--- src/rtl/cpu_rst_pkg.sv ---
package cpu_rst_pkg;

    localparam int SYNC_STAGES = 2;
    localparam int SETUP_MIN   = 4;
    localparam int HOLD_MIN    = 2;
    localparam int HOLD_MAX    = 20;

    typedef enum logic [2:0] {
        IN_RESET    = 3'd0,
        DELAY_COUNT = 3'd1,
        RELEASE     = 3'd2,
        HOLD_STRAP  = 3'd3,
        DONE        = 3'd4
    } seq_state_e;

    typedef struct packed {
        logic cpu_rst_n;
        logic strap_oe;
        logic strap_val;
    } seq_pins_t;

    function automatic bit hold_in_range(int h);
        return (h >= HOLD_MIN) && (h <= HOLD_MAX);
    endfunction

    function automatic seq_pins_t decode_pins(seq_state_e s);
        seq_pins_t p;
        p.strap_val = 1'b0;
        case (s)
            HOLD_STRAP: begin p.cpu_rst_n = 1'b1; p.strap_oe = 1'b1; end
            DONE:       begin p.cpu_rst_n = 1'b1; p.strap_oe = 1'b0; end
            default:    begin p.cpu_rst_n = 1'b0; p.strap_oe = 1'b1; end
        endcase
        return p;
    endfunction

endpackage

--- src/rtl/cpu_rst_sync.sv ---
module cpu_rst_sync #(
    parameter int STAGES = 2
) (
    input  logic clk,
    input  logic rst,
    input  logic async_n,
    output logic rst_act
);
    logic [STAGES-1:0] chain;

    generate
        for (genvar i = 0; i < STAGES; i++) begin : g_stage
            always_ff @(posedge clk) begin
                if (rst) begin
                    chain[i] <= 1'b0;
                end else if (i == 0) begin
                    chain[i] <= async_n;
                end else begin
                    chain[i] <= chain[(i == 0) ? 0 : i-1];
                end
            end
        end
    endgenerate

    assign rst_act = ~chain[STAGES-1];
endmodule

--- src/rtl/cpu_rst_fsm.sv ---
module cpu_rst_fsm
    import cpu_rst_pkg::*;
#(
    parameter int DELAY_CYCLES = 100000,
    parameter int HOLD_CYCLES  = 4
) (
    input  logic      clk,
    input  logic      rst,
    input  logic      rst_act,
    output seq_pins_t pins
);
    localparam int LIMIT = (DELAY_CYCLES > HOLD_CYCLES) ? DELAY_CYCLES : HOLD_CYCLES;
    localparam int CNT_W = $clog2(LIMIT + 1);

    generate
        if (!hold_in_range(HOLD_CYCLES)) begin : g_bad_hold
            $error("HOLD_CYCLES outside 2..20");
        end
        if (DELAY_CYCLES < SETUP_MIN - 1) begin : g_bad_delay
            $error("DELAY_CYCLES too short for strap setup");
        end
    endgenerate

    seq_state_e        state_q, state_d;
    logic [CNT_W-1:0]  cnt_q;

    always_comb begin
        state_d = state_q;
        case (state_q)
            IN_RESET:    if (!rst_act) state_d = DELAY_COUNT;
            DELAY_COUNT: if (cnt_q == CNT_W'(DELAY_CYCLES - 1)) state_d = RELEASE;
            RELEASE:     state_d = HOLD_STRAP;
            HOLD_STRAP:  if (cnt_q == CNT_W'(HOLD_CYCLES - 1)) state_d = DONE;
            DONE:        state_d = DONE;
            default:     state_d = IN_RESET;
        endcase
        if (rst_act) state_d = IN_RESET;
    end

    always_ff @(posedge clk) begin
        if (rst) begin
            state_q <= IN_RESET;
            cnt_q   <= '0;
        end else begin
            state_q <= state_d;
            if (state_d != state_q) begin
                cnt_q <= '0;
            end else if (state_q == DELAY_COUNT || state_q == HOLD_STRAP) begin
                cnt_q <= cnt_q + 1'b1;
            end
        end
    end

    assign pins = decode_pins(state_q);
endmodule

--- src/rtl/cpu_rst_seq.sv ---
module cpu_rst_seq
    import cpu_rst_pkg::*;
#(
    parameter int DELAY_CYCLES = 100000,
    parameter int HOLD_CYCLES  = 4
) (
    input  logic clk,
    input  logic rst,
    input  logic plat_rst_n,
    output logic cpu_rst_n,
    output logic strap_oe,
    output logic strap_val
);
    logic      rst_act;
    seq_pins_t pins;

    cpu_rst_sync #(.STAGES(SYNC_STAGES)) u_sync (
        .clk     (clk),
        .rst     (rst),
        .async_n (plat_rst_n),
        .rst_act (rst_act)
    );

    cpu_rst_fsm #(
        .DELAY_CYCLES (DELAY_CYCLES),
        .HOLD_CYCLES  (HOLD_CYCLES)
    ) u_fsm (
        .clk     (clk),
        .rst     (rst),
        .rst_act (rst_act),
        .pins    (pins)
    );

    assign cpu_rst_n = pins.cpu_rst_n;
    assign strap_oe  = pins.strap_oe;
    assign strap_val = pins.strap_val;
endmodule

--- config.mk ---
export PLATFORM = sky130hd
export DESIGN_NAME = cpu_rst_seq
export DESIGN_NICKNAME = d
export VERILOG_FILES = /design/src/rtl/cpu_rst_pkg.sv /design/src/rtl/cpu_rst_sync.sv /design/src/rtl/cpu_rst_fsm.sv /design/src/rtl/cpu_rst_seq.sv
export SDC_FILE = /design/constraint.sdc
export NUM_CORES = 1
export LEC_CHECK = 0
export ABC_CLOCK_PERIOD_IN_PS = 1800
export CAP_MARGIN = 25
export CORE_AREA = 2 2 48 50
export CTS_BUF_LIST = sky130_fd_sc_hd__clkbuf_8
export DETAILED_ROUTE_END_ITERATION = 10
export DIE_AREA = 0 0 50 52
export PLACE_DENSITY = 0.74
export SLEW_MARGIN = 5
export SYNTH_ARGS = -nofsm -noshare
export SYNTH_HDL_FRONTEND = slang
export SYNTH_SLANG_ARGS = --single-unit
--- constraint.sdc ---
create_clock -name clk -period 1.8 [get_ports clk]
set_input_delay 0.36 -clock clk [delete_from_list [all_inputs] [get_ports clk]]
set_output_delay 0.36 -clock clk [all_outputs]
set_load 0.02 [all_outputs]
==> results.md <==
* P_leak at 0.428 nW
* Flops & latches, synth at 22
* Peak supply drop at 0.554 mV
* Vias per cell at 5.26
* CP max FO at 7
* CP Launch Type: flop
* Port bufs at 4
* YS warnings at 0
* Hold Path Origin: u_sync.chain[0]
* H-tree depth at 1
* Mapped Cells at 121
* Met2 GRT Util at 0.305
* Crit path DAT at 1.31 ns
* CP max stage delay at 0.44 ns
* Initial antenna violation count at 0
* Clk root buf: clkbuf_8
* Mapped cell area at 1080 sq um
* Multi-input logic area at 584 sq um
* Pre-antenna DRT Iters at 4
* Diode count at 0
* PD cells at 733 nW/um^2
* Unique masters post-synth at 36
* # setup viols final at 0
* Fillers at 181
* Mapped Avg Cell Area at 8.92 sq um
* Commonest cells after routing, fill and taps aside: 22 x nor2_1, 22 x dfxtp_1, 10 x nand2_1, 10 x xor2_1
* Core box area at 2110 sq um
* DR iter-0 viols at 18
* NumNets Final at 133
* Final WS setup at 0.133 ns
* GR Util met3 at 0.0259
* Total grt overflow at 0
* DRT Wirelength at 1900 um
* Layout Skew at 0.000751 ns
* Die Ht at 52 um
* Critical Path Sink Type: output pin
* Wire per inst at 12.1 um
* Synth top area share at 0.408
* Net Count, Synth at 125
* Hpwl dp at 1480 um
* GRT Overall Usage at 0.170
* Critical path origin: u_fsm.state_q[1]
* FF-to-FF Start: u_fsm.cnt_q[0]
* Site Rows at 17
* Clk slew on worst S/H paths at 0.08 ns
* Width of the die at 50 um
* Crit path max-delay cell type: dfxtp_1
* Hold Vio Cnt, Final at 0
* Post-synthesis sequential area ratio at 0.408
* Maximum clock path buffer count at 2
* Req. time, crit path at 1.44 ns
* F_max at 600 MHz
* I/O pins at 6
* Pins Over Slew Limit at 0
* Seq. cell area at 440 sq um
* Final RePlAce weighted congestion at 0.892
* Met1 Use GR at 0.203
* Worst-Skew Late Latency at 0.26 ns
* Critical path cell sequence: nand2_1, o21ai_0, dlygate4sd2_1
* Unrepaired setup endpoints after global routing: no
* Vias at 821
* Final setup TNS at 0 ns
* Area contributors post-synth: dfxtp_1 41%, xor2_1 8.1%, nor2_1 7.6%
* Die ar. at 2600 sq um
* Largest net degree at the start of global routing at 13
* Max cap viols at 0
* Top Usage Layer GRT: met2
* First-pass GRT wire length at 3370 um
* Initial Utilization at 0.513
* Num CTS Buffers at 3
* Hold crit path type: reg -> reg
* DRC Markers at 0
* Tmin final at 1.67 ns
* Area leader, netlist: dfxtp_1
* Vias in the first global route at 820
* Area delta synth->final at 10.2%
* Final ANT Viol Nets at 0
* Layout cell share with drive strength beyond 1 at 0.117
* Period utilisation layout at 0.926
* Post-cts repair resize count at 2
* Status: finished clean
* Setup CP Type: reg -> out
* Setup bufs post-CTS at 0
* Setup slack at placement at 0.122 ns
* Hold_buf cts at 0
* CTS tree: done
* Sink Count at 22
[final cells by class]
type	count	area share
Clock buffer	4	0.0463
Timing Repair Buffer	8	0.0568
Multi-Input combinational cell	92	0.491
Sequential cell	22	0.370
Tap cell	28	0.0294
Inverter	2	0.00631
[kinds of logic after synthesis]
kind of cell,synth area share
buffers and inverters,0.0510
muxes,0.00927
and+or+nand+nor,0.338
AOI/OAI and AO/OA,0.0406
adders and majority gates,0.0116
DFF,0.408
xor gates and xnor gates,0.138
other,0.00347
[through the flow]
stage / cells / hold slack (ns) / area (sq um) / power [mW] / utilization
detailed placement: 152 / 0.436 / 1140 / 0.536 / 0.540
finish: 156 / 0.451 / 1190 / 0.872 / 0.565
CTS: 156 / 0.459 / 1190 / 0.881 / 0.565
global route: 156 / 0.474 / 1190 / 0.902 / 0.565
global placement: 152 / 0.432 / 1140 / 0.535 / 0.540
floorplan: 121 / 0.414 / 1080 / 0.533 / -
[cell usage after synthesis]
| library cell | number |
|---|---|
| nand3_1 | 2 |
| o21ai_0 | 1 |
| xnor2_1 | 7 |
| ha_1 | 1 |
| and3_1 | 2 |
| and3_2 | 1 |
| inv_1 | 2 |
| nor4b_2 | 1 |
| nor4_2 | 1 |
| nand2b_1 | 1 |
| nor2_1 | 22 |
| dfxtp_1 | 22 |
| nand4_1 | 7 |
| a32oi_1 | 1 |
| nand2b_4 | 1 |
| and2b_2 | 1 |
| a221o_1 | 1 |
| o21ba_2 | 1 |
| nor4_1 | 2 |
| nand2_1 | 10 |
| a21oi_1 | 2 |
| nand3b_1 | 2 |
| mux2i_1 | 1 |
| clkbuf_1 | 1 |
| buf_6 | 2 |
| conb_1 | 1 |
| clkbuf_8 | 1 |
| or2_2 | 1 |
| and4_1 | 3 |
| nand4b_1 | 1 |
| and2_1 | 2 |
| nor2b_1 | 2 |
| buf_4 | 1 |
| nor3_1 | 3 |
| xor2_1 | 10 |
| or3_1 | 1 |
[critical path: cells and delay by family, from the launching register on]
kind / cells / cell delay (ns)
simple gates: 1 / 0.11
flops: 1 / 0.44
compound gates: 1 / 0.15
buf+inv: 1 / 0.35
[worst paths after layout]
path	cells past startpoint	slack [ns]	to
worst max register to register	6	0.19	u_fsm.cnt_q[15]
worst min-delay path	1	0.45	u_sync.chain[1]
worst min register to register	1	0.45	u_sync.chain[1]
worst max-delay path	3	0.13	cpu_rst_n
[state kept, by name (all words and copies together) (netlist names)]
signal         cells
u_sync.chain       2
u_fsm.cnt_q       17
u_fsm.state_q      3
[layer usage]
metal / vias up / share of wire
met5: - / 0
met4: 0 / 0.0084
met3: 2 / 0.035
met2: 16 / 0.49
met1: 379 / 0.47
li1: 424 / -
[power breakdown]
group	switching [mW]	leakage, nW	internal (mW)	total (mW)
sequential	0.00212	0.178	0.490	0.492
combinational	0.0168	0.222	0.0157	0.0325
clock	0.153	0.0288	0.195	0.348
Power figures use the tool's default switching activity.
